`src/rtl/rp_err_pkg.sv`:
```
package rp_err_pkg;
  localparam int NUM_CLASS = 3;
  localparam int STS_W     = 2 * NUM_CLASS;
  localparam int CLS_W     = 2;

  typedef enum logic [CLS_W-1:0] {
    CLS_COR      = 2'd0,
    CLS_NONFATAL = 2'd1,
    CLS_FATAL    = 2'd2
  } err_class_e;
endpackage

```
`src/rtl/rp_rst_sync.sv`:
```
module rp_rst_sync #(
  parameter int STAGES = 2
) (
  input  logic clk,
  input  logic rst_ni,
  output logic rst_no
);
  logic [STAGES-1:0] sync_q;
  logic [STAGES-1:0] sync_d;

  always_comb begin
    sync_d = {sync_q[STAGES-2:0], 1'b1};
  end

  always_ff @(posedge clk or negedge rst_ni) begin
    if (!rst_ni) sync_q <= '0;
    else         sync_q <= sync_d;
  end

  assign rst_no = sync_q[STAGES-1];
endmodule

```
`src/rtl/rp_err_classify.sv`:
```
// Masks the port's own conditions and folds them into class hits.
module rp_err_classify
  import rp_err_pkg::*;
#(
  parameter int N_UNC = 4,
  parameter int N_COR = 4
) (
  input  logic [N_UNC-1:0]     own_unc_i,
  input  logic [N_COR-1:0]     own_cor_i,
  input  logic [N_UNC-1:0]     unc_mask_i,
  input  logic [N_UNC-1:0]     unc_sev_i,
  input  logic [N_COR-1:0]     cor_mask_i,
  output logic [NUM_CLASS-1:0] hit_o
);
  logic [N_UNC-1:0] unc_live;
  logic [N_UNC-1:0] unc_to_fatal;
  logic [N_UNC-1:0] unc_to_nf;
  logic [N_COR-1:0] cor_live;

  for (genvar i = 0; i < N_UNC; i++) begin : g_unc
    always_comb begin
      unc_live[i]     = own_unc_i[i] & ~unc_mask_i[i];
      unc_to_fatal[i] = unc_live[i] &  unc_sev_i[i];
      unc_to_nf[i]    = unc_live[i] & ~unc_sev_i[i];
    end
  end

  for (genvar j = 0; j < N_COR; j++) begin : g_cor
    always_comb begin
      cor_live[j] = own_cor_i[j] & ~cor_mask_i[j];
    end
  end

  always_comb begin
    hit_o                = '0;
    hit_o[int'(CLS_FATAL)]    = |unc_to_fatal;
    hit_o[int'(CLS_NONFATAL)] = |unc_to_nf;
    hit_o[int'(CLS_COR)]      = |cor_live;
  end
endmodule

```
`src/rtl/rp_err_status.sv`:
```
// Sticky per-class status with multiple flags and the level interrupt.
module rp_err_status
  import rp_err_pkg::*;
(
  input  logic                 clk,
  input  logic                 rst_n,
  input  logic [NUM_CLASS-1:0] evt_i,
  input  logic [STS_W-1:0]     clr_i,
  input  logic [NUM_CLASS-1:0] irq_en_i,
  output logic [STS_W-1:0]     sts_o,
  output logic                 irq_o
);
  logic [NUM_CLASS-1:0] pend_q, pend_d;
  logic [NUM_CLASS-1:0] multi_q, multi_d;
  logic                 irq_q, irq_d;

  for (genvar c = 0; c < NUM_CLASS; c++) begin : g_cls
    always_comb begin
      pend_d[c]  = evt_i[c] | (pend_q[c] & ~clr_i[c]);
      multi_d[c] = (evt_i[c] & pend_q[c]) |
                   (multi_q[c] & ~clr_i[NUM_CLASS + c]);
    end
  end

  always_comb begin
    irq_d = |(pend_q & irq_en_i);
  end

  always_ff @(posedge clk or negedge rst_n) begin
    if (!rst_n) begin
      pend_q  <= '0;
      multi_q <= '0;
      irq_q   <= 1'b0;
    end else begin
      pend_q  <= pend_d;
      multi_q <= multi_d;
      irq_q   <= irq_d;
    end
  end

  assign sts_o = {multi_q, pend_q};
  assign irq_o = irq_q;
endmodule

```
`src/rtl/rp_err_msgq.sv`:
```
// Per-class coalescing request flags feeding one valid/ready output stage.
module rp_err_msgq
  import rp_err_pkg::*;
(
  input  logic                 clk,
  input  logic                 rst_n,
  input  logic [NUM_CLASS-1:0] req_i,
  input  logic                 ready_i,
  output logic                 valid_o,
  output logic [CLS_W-1:0]     class_o
);
  logic [NUM_CLASS-1:0] pend_q, pend_d;
  logic [NUM_CLASS-1:0] grant;
  logic [NUM_CLASS-1:0] take;
  logic [CLS_W-1:0]     sel_code;
  logic                 valid_q, valid_d;
  logic [CLS_W-1:0]     class_q, class_d;
  logic                 load;

  // Highest class index wins: fatal, then non-fatal, then correctable.
  always_comb begin
    grant    = '0;
    sel_code = '0;
    for (int c = NUM_CLASS - 1; c >= 0; c--) begin
      if (pend_q[c] && (grant == '0)) begin
        grant[c] = 1'b1;
        sel_code = CLS_W'(c);
      end
    end
  end

  always_comb begin
    load    = ~valid_q | ready_i;
    take    = load ? grant : '0;
    pend_d  = req_i | (pend_q & ~take);
    valid_d = load ? (|pend_q) : valid_q;
    class_d = sel_code;
  end

  always_ff @(posedge clk or negedge rst_n) begin
    if (!rst_n) begin
      pend_q  <= '0;
      valid_q <= 1'b0;
      class_q <= '0;
    end else begin
      pend_q  <= pend_d;
      valid_q <= valid_d;
      if (load) class_q <= class_d;
    end
  end

  assign valid_o = valid_q;
  assign class_o = class_q;
endmodule

```
`src/rtl/rp_err_agg.sv`:
```
module rp_err_agg
  import rp_err_pkg::*;
#(
  parameter int N_UNC = 4,
  parameter int N_COR = 4
) (
  input  logic                 clk,
  input  logic                 rst_n,
  input  logic                 rx_fatal_i,
  input  logic                 rx_nonfatal_i,
  input  logic                 rx_cor_i,
  input  logic [N_UNC-1:0]     own_unc_i,
  input  logic [N_COR-1:0]     own_cor_i,
  input  logic [N_UNC-1:0]     unc_mask_i,
  input  logic [N_UNC-1:0]     unc_sev_i,
  input  logic [N_COR-1:0]     cor_mask_i,
  input  logic [NUM_CLASS-1:0] rt_en_i,
  input  logic [NUM_CLASS-1:0] dev_en_i,
  input  logic                 serr_en_i,
  input  logic [STS_W-1:0]     sts_clr_i,
  output logic [STS_W-1:0]     sts_o,
  output logic                 irq_o,
  output logic                 msg_valid_o,
  output logic [CLS_W-1:0]     msg_class_o,
  input  logic                 msg_ready_i
);
  localparam int IF = int'(CLS_FATAL);
  localparam int IN = int'(CLS_NONFATAL);
  localparam int IC = int'(CLS_COR);

  logic                 rst_int_n;
  logic [NUM_CLASS-1:0] own_hit;
  logic [NUM_CLASS-1:0] rx_hit;
  logic [NUM_CLASS-1:0] cls_evt;
  logic [NUM_CLASS-1:0] up_req;

  rp_rst_sync #(.STAGES(2)) u_rst (
    .clk    (clk),
    .rst_ni (rst_n),
    .rst_no (rst_int_n)
  );

  rp_err_classify #(.N_UNC(N_UNC), .N_COR(N_COR)) u_cls (
    .own_unc_i  (own_unc_i),
    .own_cor_i  (own_cor_i),
    .unc_mask_i (unc_mask_i),
    .unc_sev_i  (unc_sev_i),
    .cor_mask_i (cor_mask_i),
    .hit_o      (own_hit)
  );

  // Class events and upstream routing.
  always_comb begin
    rx_hit     = '0;
    rx_hit[IF] = rx_fatal_i;
    rx_hit[IN] = rx_nonfatal_i;
    rx_hit[IC] = rx_cor_i;
    cls_evt    = rx_hit | own_hit;

    up_req     = '0;
    up_req[IF] = (rx_hit[IF] & serr_en_i) |
                 (own_hit[IF] & (dev_en_i[IF] | serr_en_i));
    up_req[IN] = (rx_hit[IN] & serr_en_i) |
                 (own_hit[IN] & (dev_en_i[IN] | serr_en_i));
    up_req[IC] = cls_evt[IC] & dev_en_i[IC];
  end

  rp_err_status u_sts (
    .clk      (clk),
    .rst_n    (rst_int_n),
    .evt_i    (cls_evt),
    .clr_i    (sts_clr_i),
    .irq_en_i (rt_en_i),
    .sts_o    (sts_o),
    .irq_o    (irq_o)
  );

  rp_err_msgq u_msg (
    .clk     (clk),
    .rst_n   (rst_int_n),
    .req_i   (up_req),
    .ready_i (msg_ready_i),
    .valid_o (msg_valid_o),
    .class_o (msg_class_o)
  );
endmodule

```
`config.mk`:
```
export PLATFORM = sky130hd
export DESIGN_NAME = rp_err_agg
export DESIGN_NICKNAME = d
export VERILOG_FILES = /design/src/rtl/rp_err_pkg.sv /design/src/rtl/rp_rst_sync.sv /design/src/rtl/rp_err_classify.sv /design/src/rtl/rp_err_status.sv /design/src/rtl/rp_err_msgq.sv /design/src/rtl/rp_err_agg.sv
export SDC_FILE = /design/constraint.sdc
export NUM_CORES = 1
export LEC_CHECK = 0
export BUFFER_PORTS_ARGS = -buffer_cell sky130_fd_sc_hd__buf_2
export CORE_MARGIN = 2
export CORE_UTILIZATION = 36
export CTS_BUF_LIST = sky130_fd_sc_hd__clkbuf_4 sky130_fd_sc_hd__clkbuf_8
export CTS_CLUSTER_DIAMETER = 30
export CTS_CLUSTER_SIZE = 25
export DETAILED_ROUTE_END_ITERATION = 8
export PLACE_DENSITY_LB_ADDON = 0.1
export SLEW_MARGIN = 30
export SYNTH_ARGS = -nofsm -noshare
export SYNTH_HDL_FRONTEND = slang
export SYNTH_SLANG_ARGS = --single-unit
```
`constraint.sdc`:
```
create_clock -name clk -period 0.8 [get_ports clk]
set_input_delay 0.16 -clock clk [delete_from_list [all_inputs] [get_ports clk]]
set_output_delay 0.16 -clock clk [all_outputs]
set_load 0.03 [all_outputs]
```
## Yosys cells after proc, flatten, opt, wreduce, memory -nomap -nowiden

Index checks and enable logic that the tools add are counted.

| cells by class | value |
|---|---|
| mux-type cells | 7 |
| bitwise operators | 66 |
| reductions and logical operators | 8 |

Operators by type and width:

| cell | number |
|---|---|
| AND 1 bit | 30 |
| inverter 1 bit | 20 |
| OR reduction 4 bit | 3 |
| bitwise OR 1 bit | 11 |
| AND 3 bit | 2 |
| two-way mux 2 bit | 3 |
| bitwise OR 3 bit | 2 |
| OR reduction 3 bit | 2 |
| two-way mux 1 bit | 3 |
| two-way mux 3 bit | 1 |
| inverter 3 bit | 1 |
| logical AND 1 bit | 2 |
| zero test 2 bit | 1 |

| word-level totals | value |
|---|---|
| bits in registers | 15 |
| input bits | 39 |
| logic and storage cells | 88 |

## Logic depth before layout (Yosys ltp)

Gate-level depths: netlist (run 1).

| depth | value |
|---|---|
| depth in word-level cells | 11 |
| mapped depth | 4 |
| mapped depth without buffers | 4 |

## Modules after synthesis

Synthesis (run 1) repeated with hierarchy kept, for this count alone.

| second synthesis, totals | value |
|---|---|
| cells, all modules | 69 |
| area, all modules | 706.9 um^2 |

By module, submodules not included:

| module | instances | cells each | area each (um^2) | sequential area each (um^2) |
|---|---|---|---|---|
| rp_err_status | 1 | 24 | 261.5 | 175.2 |
| rp_err_msgq | 1 | 17 | 231.5 | 150.1 |
| rp_err_classify | 1 | 15 | 105.1 | 0.0 |
| rp_err_agg | 1 | 10 | 55.1 | 0.0 |
| rp_rst_sync | 1 | 3 | 53.8 | 50.0 |

## Worst setup path before layout (run 1)

OpenSTA, ideal clock, no wires.

| path | value |
|---|---|
| path kind | register -> register |
| start | register u_msg.valid_q (netlist: u_msg.valid_o) |
| end | register u_msg.class_q[1] (netlist: u_msg.class_o[1]) |
| arrival | 1.185 ns |
| required time | 0.675 ns |
| slack | -0.510 ns |
| stages on the path, launching flop included | 3 |
| path buffers | 0 |
| clock period less this slack | 1.310 ns |
| cell sequence | dfrtp_1 -> nor2b_1 -> mux2_2 |

| between the ends | value |
|---|---|
| longest elaborated chain between the ends | 2 |

Ends and longest elaborated chain:

| what | RTL line | RTL |
|---|---|---|
| start: declaration | rp_err_msgq.sv:16 | `logic valid_q, valid_d;` |
| start signal: assignment | rp_err_msgq.sv:47 | `valid_q <= valid_d;` |
| inverter 1 bit | rp_err_msgq.sv:33 | `load = ~valid_q \| ready_i;` |
| bitwise OR 1 bit | rp_err_msgq.sv:33 |  |
| end signal: assignment | rp_err_msgq.sv:48 | `if (load) class_q <= class_d;` |
| end: declaration | rp_err_msgq.sv:17 | `logic [CLS_W-1:0] class_q, class_d;` |

No other way between the ends.
A chain may end at the register's enable or synchronous reset.

## Worst setup path after layout (run 1)

| path | value |
|---|---|
| start | register u_sts.pend_q[2] |
| end | output port sts_o[2] |

RTL lines:

| what | RTL line | RTL |
|---|---|---|
| start: declaration | rp_err_status.sv:13 | `logic [NUM_CLASS-1:0] pend_q, pend_d;` |
| start signal: assignment | rp_err_status.sv:35 | `pend_q <= pend_d;` |
| end: declaration | rp_err_agg.sv:21 | `output logic [STS_W-1:0] sts_o,` |

No word-level cell between the ends.

==> flow_summary.yaml, run 1 <==
timing:
  period_needed_ps: 1100
  hold_viol_final: 0
  fmax_ghz: 0.912
  tns_ps: -3860
  rsz0062_at_grt: "yes"
  finClkSkew_ps: 7.10
  worst_hold_slack_ps: 33.2
  setup_violations: 21
  finalCritPeriodShare_pct: 137
  slew_viol_final: 0
  setup_slack_ps: -296
critical_path:
  critPathLaunchType: "flip-flop"
  critPathKind: "reg2out"
  critical_path_buf_inv_count: 2
  reg2regPathDepth: 2
  cp_max_fo: 2
  r2r-end: "u_msg.valid_o"
  crit_family: "flip-flops"
  cp.arrival_ps: 940
  r2r_slack_ps: -280
  slowest_delay_ps: 420
  slowest_stage: "dfrtp_2"
  crit_start: "u_sts.pend_q[2]"
  cp-end-kind: "output port"
  path_depth: 2
  rr_startpoint: "u_msg.valid_o"
  cp.required_ps: 640
  path_common_cell: "buf_6"
  cp-endpoint: "sts_o[2]"
  worstPathCellList: "buf_6 -> buf_6"
route:
  drc_errors: 0
  drt-vias-per-instance: 4.49
  first_pass_iters: 4
  vias: 700
  wl_per_cell_um: 11.1
  ant_nets: 0
  drt-initial-drc-count: 7
  routed_wl_mm: 1.73
synth:
  synth_cell_types: 22
  ys_ff_latch: 15
  synth_nets: 103
  mappedNetlistArea_sq_um: 663
  netlist_instances: 64
  synth_top_area_cell: "dfrtp_1"
  yosysSeqAreaShare_pct: 56.6
  synth_top_area_share_pct: 56.6
  synth_area_leaders: "dfrtp_1 57%, inv_1 6.8%, o22ai_1 4.7%"
  synth.avg_cell_area_sq_um: 10.4
  yosysWarnings: 0
cells_and_area:
  final_cell_count_no_fill: 156
  fillers: 155
  final_core_util_pct: 72.0
  num_antenna_cells: 0
  synthToLayoutAreaGrowth_pct: 87.5
  drive_gt1_share_pct: 64.9
  layout.nets: 171
placement:
  dpl.cell_count: 144
  dp_slack_ps: -473
  gp_congestion: 0.701
  io_buffers: 48
  dp_hpwl_mm: 1.28
global_routing:
  grt_max_degree: 14
  antenna_found_initial: 0
  first_global_vias: 662
  grt_pass1_wl_mm: 2.58
  grt_usage_pct: 17.2
  grt-ovfl-total: 0
clocking:
  cts_buffers: 3
  clock_latency_ps: 280
  clock_path_buffers: 2
  clkSinkCount: 15
  clk_pin_slew_ps: 90
  cts_tree: "yes"
  cts-root-buf: "clkbuf_4"
  htree_levels: 1
floorplan:
  rows: 15
  dieArea_sq_um: 2200
  ios: 49
  initial_utilization_pct: 38.4
  core_area_sq_um: 1730
  die_x_um: 46.9
  die_h_um: 46.9
flow_run:
  cap_violations: 0
pwr:
  p_leak_nw: 0.637
  powerDensity_nw_per_um2: 1610
  max-vdd-ir-drop_v: 0.00120
min_path:
  worstHoldStart: "sts_clr_i[2]"
  hold_path.class: "in2reg"
outcome:
  status: "finished with violations"
  violations: "setup timing"
-- worst min path at each step --
| stage | to | slack (ps) | cells after the start |
|---|---|---|---|
| 5_1_grt | u_sts.pend_q[2] | 30 | 2 |
| 3_3_place_gp | u_rst.sync_q[0] | -50 | 1 |
| 6_report | u_sts.pend_q[2] | 30 | 2 |
| 2_1_floorplan | u_rst.sync_q[0] | -140 | 0 |
| 3_5_place_dp | u_rst.sync_q[1] | -50 | 1 |
| 4_1_cts | u_sts.pend_q[2] | 30 | 2 |
-- synthesized netlist by cell type (all sizes together) --
cell type,count
dfrtp,15
inv,12
o21ai,8
o22ai,5
nand3b,4
nor3b,4
a21oi,2
nand2,2
nor2,2
or4,2
a222oi,1
conb,1
mux2,1
nand2b,1
nand4,1
nor2b,1
nor3,1
o31ai,1
-- cell type report --
class	instances	area (sq um)	area share (%)
sequential	15	380	30.6
tap	25	31.3	2.52
inverter	12	47.5	3.82
timing repair buffer	63	454	36.5
clock buffer	4	30.0	2.41
multi-input combinational	37	300	24.1
-- report_power, final --
group	switching, W	internal [W]	leakage [nW]
logic	0.000295	0.000366	0.465
registers	0.0000496	0.000828	0.154
clock network	0.000234	0.000227	0.0184
total	0.000578	0.00142	0.637
-- cell usage in the layout (no fill, tap or decap) --
master and count:
nor2_4 1, nor3b_1 3, o31ai_4 1, nand2_1 1, buf_2 37, buf_6 19, mux2_4 1, nand4_1 1
a21oi_2 1, o21ai_2 3, or4_1 1, nor3_1 1, or4_4 1, o21ai_1 5, nand2_2 1, inv_4 1
conb_1 1, nand2b_4 1, a222oi_1 1, a21oi_1 1, dlygate4sd3_1 1, nand3b_1 4, inv_1 10, nor2b_4 1
clkbuf_4 4, dfrtp_2 4, o22ai_1 4, o22ai_2 1, dfrtp_1 11, buf_4 6, nor3b_2 1, nor2_1 1
inv_2 1
-- state kept, by name, indices dropped and copies added (netlist names) --
signal and flops:
u_msg.class_o 2, u_msg.pend_q 3, u_msg.valid_o 1, u_rst.sync_q 2
u_sts.irq_o 1, u_sts.multi_q 3, u_sts.pend_q 3
-- layer usage --
metal | wire [um] | share of wire [%] | track usage (%) | vias to the layer above
li1 | - | - | - | 356
met1 | 639 | 37 | 17.7 | 316
met2 | 976 | 57 | 32.3 | 26
met3 | 89 | 5.2 | 3.85 | 2
met4 | 21 | 1.2 | 8.33 | 0
met5 | 0 | 0 | 0 | -
-- worst reg2reg max path: stages, from the launching register on --
cell and delay, ps:
dfrtp_2 410, nor2b_4 160, or4_1 390
-- cells by family (layout without fill, tap and decap cells) --
family	Yosys count	count (layout)	synth area share, %
flops	15	15	56.6
buf+inv	12	79	6.79
mux	1	1	1.70
other cells	1	1	0.565
simple gates	18	18	18.9
compound gates	17	17	15.5
-- stage by stage --
stage,total power [W],instance area [sq um]
after detailed placement,0.00133,1000
after global placement,0.00132,1000
after CTS,0.00195,1180
after floorplan,0.00111,676
after global routing,0.00211,1240
final,0.00200,1240
-- repair_timing --
item                                   4_1_cts  5_1_grt
setup endpoints to repair                   19       23
endpoints found under the hold margin        2        0
setup buffers                                3        4
resized for setup                           38        8
hold buffers                                 1        0
pin swaps                                    5        1
(Power assumes the default switching activity.)
==> run 2: changes to the inputs <==
PLACE_DENSITY = 0.81   (was not set)
PLACE_DENSITY_LB_ADDON = not set   (was 0.1)
==> flow_summary.yaml, run 2 (synthesis results as in run 1) <==
outcome:
  status: "finished with violations"
  violations: "setup timing"
cells_and_area:
  final_common_cell: "buf_2"
  seqCellArea_sq_um: 380
  layout.nets: 170
  final_core_util_pct: 72.7
  num_antenna_cells: 0
  fillers: 130
  synthToLayoutAreaGrowth_pct: 89.2
  reg_top3: "u_msg.pend_q x3, u_sts.multi_q x3, u_sts.pend_q x3"
  drive_gt1_share_pct: 67.7
  final_cell_mix: "36 x buf_2, 18 x buf_6, 11 x dfrtp_1, 10 x inv_1, 7 x buf_4"
  final_cell_count_no_fill: 155
  multi_input_area_sq_um: 320
critical_path:
  cp_max_fo: 2
  critPathKind: "reg2out"
  critPathLaunchType: "flip-flop"
  slowest_delay_ps: 420
  path_common_cell: "buf_6"
  worstPathCellList: "buf_6 -> buf_6"
  cp.required_ps: 640
  crit_family: "flip-flops"
  critical_path_buf_inv_count: 2
  cp-end-kind: "output port"
  cp.arrival_ps: 940
  slowest_stage: "dfrtp_2"
timing:
  rsz0062_at_grt: "yes"
  slew_viol_final: 0
  hold_viol_final: 0
  fmax_ghz: 0.906
  setup_slack_ps: -304
  setup_violations: 19
  finClkSkew_ps: 1.40
  finalCritPeriodShare_pct: 138
  worst_hold_slack_ps: 42.8
  period_needed_ps: 1100
pwr:
  switching_share_pct: 29.4
  powerDensity_nw_per_um2: 1600
  p_clk_share_pct: 22.7
  comb_power_share_pct: 33.5
  p_int_w: 0.00142
  switching_power_w: 0.000588
  p_seq_share_pct: 43.8
  max-vdd-ir-drop_v: 0.00131
  p_leak_nw: 0.644
floorplan:
  rows: 15
  ios: 49
  die_h_um: 46.9
  core_area_sq_um: 1730
  die_x_um: 46.9
  dieArea_sq_um: 2200
  initial_utilization_pct: 38.4
route:
  drc_errors: 0
  drt-vias-per-instance: 4.70
  routed_wl_mm: 2.01
  wl_per_cell_um: 12.9
  vias: 728
  ant_nets: 0
  first_pass_iters: 4
  drt-initial-drc-count: 8
placement:
  io_buffers: 48
  dp_slack_ps: -480
  dp_hpwl_mm: 1.39
  dpl.cell_count: 143
  gp_congestion: 0.754
clocking:
  cts_buffers: 3
  clock_latency_ps: 270
  cts-root-buf: "clkbuf_4"
  htree_levels: 1
  clock_path_buffers: 2
  clk_pin_slew_ps: 80
  clkSinkCount: 15
  cts_tree: "yes"
global_routing:
  grt_pass1_wl_mm: 2.97
  first_global_vias: 722
  antenna_found_initial: 0
  grt_usage_pct: 19.3
  grt_max_degree: 14
  grt-ovfl-total: 0
flow_run:
  cap_violations: 0
min_path:
  hold_path.class: "in2reg"
[run 2: cell types whose count changed in the layout (fill, tap and decap cells not counted), sizes merged]
cell,delta
buf,-1
[run 2: through the flow]
stage	setup TNS, ps	total power, W	area, sq um
after global placement	-2810	0.00131	992
after floorplan	-2090	0.00111	676
after CTS	-3580	0.00192	1170
after global routing	-4470	0.00211	1250
after detailed placement	-3040	0.00133	992
final	-3810	0.00200	1250
[run 2: layout make-up]
cell class                      instances  share of cell area (%)
Sequential cell                        15                    30.3
Tap cell                               25                    2.49
Multi-Input combinational cell         37                    25.5
Timing Repair Buffer                   62                    35.5
Clock buffer                            4                    2.39
Inverter                               12                    3.79
[run 2: power groups by stage]
stage	sequential, W	clock [W]	combinational, W
after floorplan	0.000983	0	0.000123
after global placement	0.000872	0	0.000438
after detailed placement	0.000876	0	0.000450
after CTS	0.000875	0.000460	0.000587
after global routing	0.000886	0.000508	0.000717
final	0.000878	0.000454	0.000671
[run 2: worst paths after layout]
check / start / slack (ps) / cells past startpoint / endpoint
max: u_sts.pend_q[2] / -300 / 2 / sts_o[2]
min: sts_clr_i[2] / 40 / 2 / u_sts.pend_q[2]
max in group asynchronous: u_rst.sync_q[1] / 460 / 1 / u_msg.valid_o
min reg2reg: u_rst.sync_q[1] / 170 / 1 / u_sts.multi_q[2]
max reg2reg: u_msg.valid_o / -270 / 2 / u_msg.valid_o
min in group asynchronous: u_rst.sync_q[1] / 170 / 1 / u_sts.multi_q[2]
[run 2: timing repair]
item                                   CTS  global route
hold buffers                             1             0
buffers inserted                         4             3
endpoints found under the hold margin    2             0
gates resized for setup                 35            15
pin swaps                                4             6
setup endpoints to repair               20            23
[run 2: per-layer routing]
metal  GRT usage (%)  routed length, um
met5               0                  0
met4            5.00                 16
met3            5.77                 79
met2            35.3               1180
met1            21.7                734
==> run 3: changes to the inputs <==
PLACE_DENSITY = not set   (was 0.81)
PLACE_DENSITY_LB_ADDON = 0.12   (was not set)
==> flow_summary.yaml, run 3 (synthesis results as in run 1) <==
clocking:
  cts_buffers: 3
  cts-root-buf: "clkbuf_4"
  clkSinkCount: 15
  clock_latency_ps: 270
  clk_pin_slew_ps: 90
  cts_tree: "yes"
  htree_levels: 1
  clock_path_buffers: 2
global_routing:
  antenna_found_initial: 0
  grt_pass1_wl_mm: 2.55
  first_global_vias: 627
  grt_max_degree: 14
  grt-ovfl-total: 0
  grt_usage_pct: 16.8
cells_and_area:
  layout.nets: 172
  reg_top3: "u_msg.pend_q x3, u_sts.multi_q x3, u_sts.pend_q x3"
  synthToLayoutAreaGrowth_pct: 93.8
  final_cell_mix: "35 x buf_2, 19 x buf_6, 11 x dfrtp_1, 10 x inv_1, 9 x buf_4"
  final_common_cell: "buf_2"
  drive_gt1_share_pct: 68.9
  num_antenna_cells: 0
  fin_area_sq_um: 1280
critical_path:
  worstPathCellList: "nor2b_4 -> or4_1"
  cp.arrival_ps: 1250
  crit_family: "simple AND/OR/NAND/NOR gates"
  slowest_stage: "dfrtp_2"
  critPathLaunchType: "flip-flop"
  cp.required_ps: 950
  critical_path_buf_inv_count: 0
  slowest_delay_ps: 420
  cp-end-kind: "flip-flop"
  critPathKind: "reg2reg"
  cp_max_fo: 6
floorplan:
  dieArea_sq_um: 2200
  rows: 15
  initial_utilization_pct: 38.4
  die_x_um: 46.9
  core_area_sq_um: 1730
  die_h_um: 46.9
  ios: 49
timing:
  slew_viol_final: 0
  period_needed_ps: 1110
  hold_viol_final: 0
  rsz0062_at_grt: "yes"
  finClkSkew_ps: 0.431
  setup_violations: 21
  fmax_ghz: 0.903
  setup_slack_ps: -307
  finalCritPeriodShare_pct: 138
pwr:
  switching_share_pct: 29.1
  max-vdd-ir-drop_v: 0.000925
  p_clk_share_pct: 22.6
  p_int_w: 0.00143
  powerDensity_nw_per_um2: 1570
  p_seq_share_pct: 43.2
  switching_power_w: 0.000589
  p_leak_nw: 0.655
  comb_power_share_pct: 34.2
  fin_total_pwr_w: 0.00202
route:
  first_pass_iters: 4
  wl_per_cell_um: 11.5
  drc_errors: 0
  ant_nets: 0
  vias: 732
  drt-initial-drc-count: 9
  drt-vias-per-instance: 4.66
  routed_wl_mm: 1.81
placement:
  gp_congestion: 0.720
  place_area_sq_um: 1000
  dp_hpwl_mm: 1.33
  io_buffers: 48
  dp_slack_ps: -486
outcome:
  status: "finished with violations"
  violations: "setup timing"
min_path:
  hold_path.class: "in2reg"
flow_run:
  cap_violations: 0
==> run 3: changes by cell type in the layout (fill, tap and decap cells not counted), sizes merged <==
cell and change:
buf +2
==> run 3: metrics by stage <==
step | setup TNS (ps) | instances | hold slack (ps) | utilization, %
3_5_place_dp | -2860 | 144 | -53.7 | 57.9
4_1_cts | -3830 | 153 | 35.4 | 68.0
3_3_place_gp | -2670 | 144 | -54.8 | 57.9
2_1_floorplan | -2090 | 64 | -136 | -
6_report | -3920 | 157 | 40.0 | 74.4
5_1_grt | -4660 | 157 | 21.8 | 74.4
==> run 3: power by group through the flow <==
stage	clock (W)	sequential [W]	combinational (W)
final	0.000458	0.000874	0.000691
after floorplan	0	0.000983	0.000123
after CTS	0.000480	0.000872	0.000592
after detailed placement	0	0.000875	0.000455
after global routing	0.000505	0.000881	0.000746
after global placement	0	0.000872	0.000445
==> run 3: what timing repair did <==
action | CTS | global route
pin swaps | 4 | 6
endpoints found under the hold margin | 2 | 0
cloned | 0 | 0
hold buffers | 1 | 0
buffers inserted | 4 | 6
gates resized for setup | 34 | 18
endpoints found under the setup margin | 19 | 22
==> run 3: cell type report <==
cell class              instances  area [sq um]
inverters                      12          47.5
clock buffers                   4          30.0
repair buffers                 64           467
fillers                       137           442
well taps                      25          31.3
multi-input cells              37           329
flip-flops and latches         15           380
==> run 3: per-layer routing <==
layer / up-vias / routed length [um] / GRT usage [%]
li1: 361 / - / -
met1: 342 / 708 / 19.0
met2: 27 / 1010 / 30.1
met3: 2 / 69 / 2.69
met4: 0 / 19 / 8.89
met5: - / 0 / 0
==> run 3: final timing paths <==
check                                 from          endpoint  slack [ps]  cells past startpoint
min in group asynchronous  u_rst.sync_q[1]  u_sts.multi_q[1]         170                      1
max reg2reg                  u_msg.valid_o     u_msg.valid_o        -310                      2
min reg2reg                u_rst.sync_q[1]  u_sts.multi_q[1]         170                      1
max                          u_msg.valid_o     u_msg.valid_o        -310                      2
min                           sts_clr_i[0]   u_sts.pend_q[0]          40                      2
max in group asynchronous  u_rst.sync_q[1]     u_msg.valid_o         460                      1
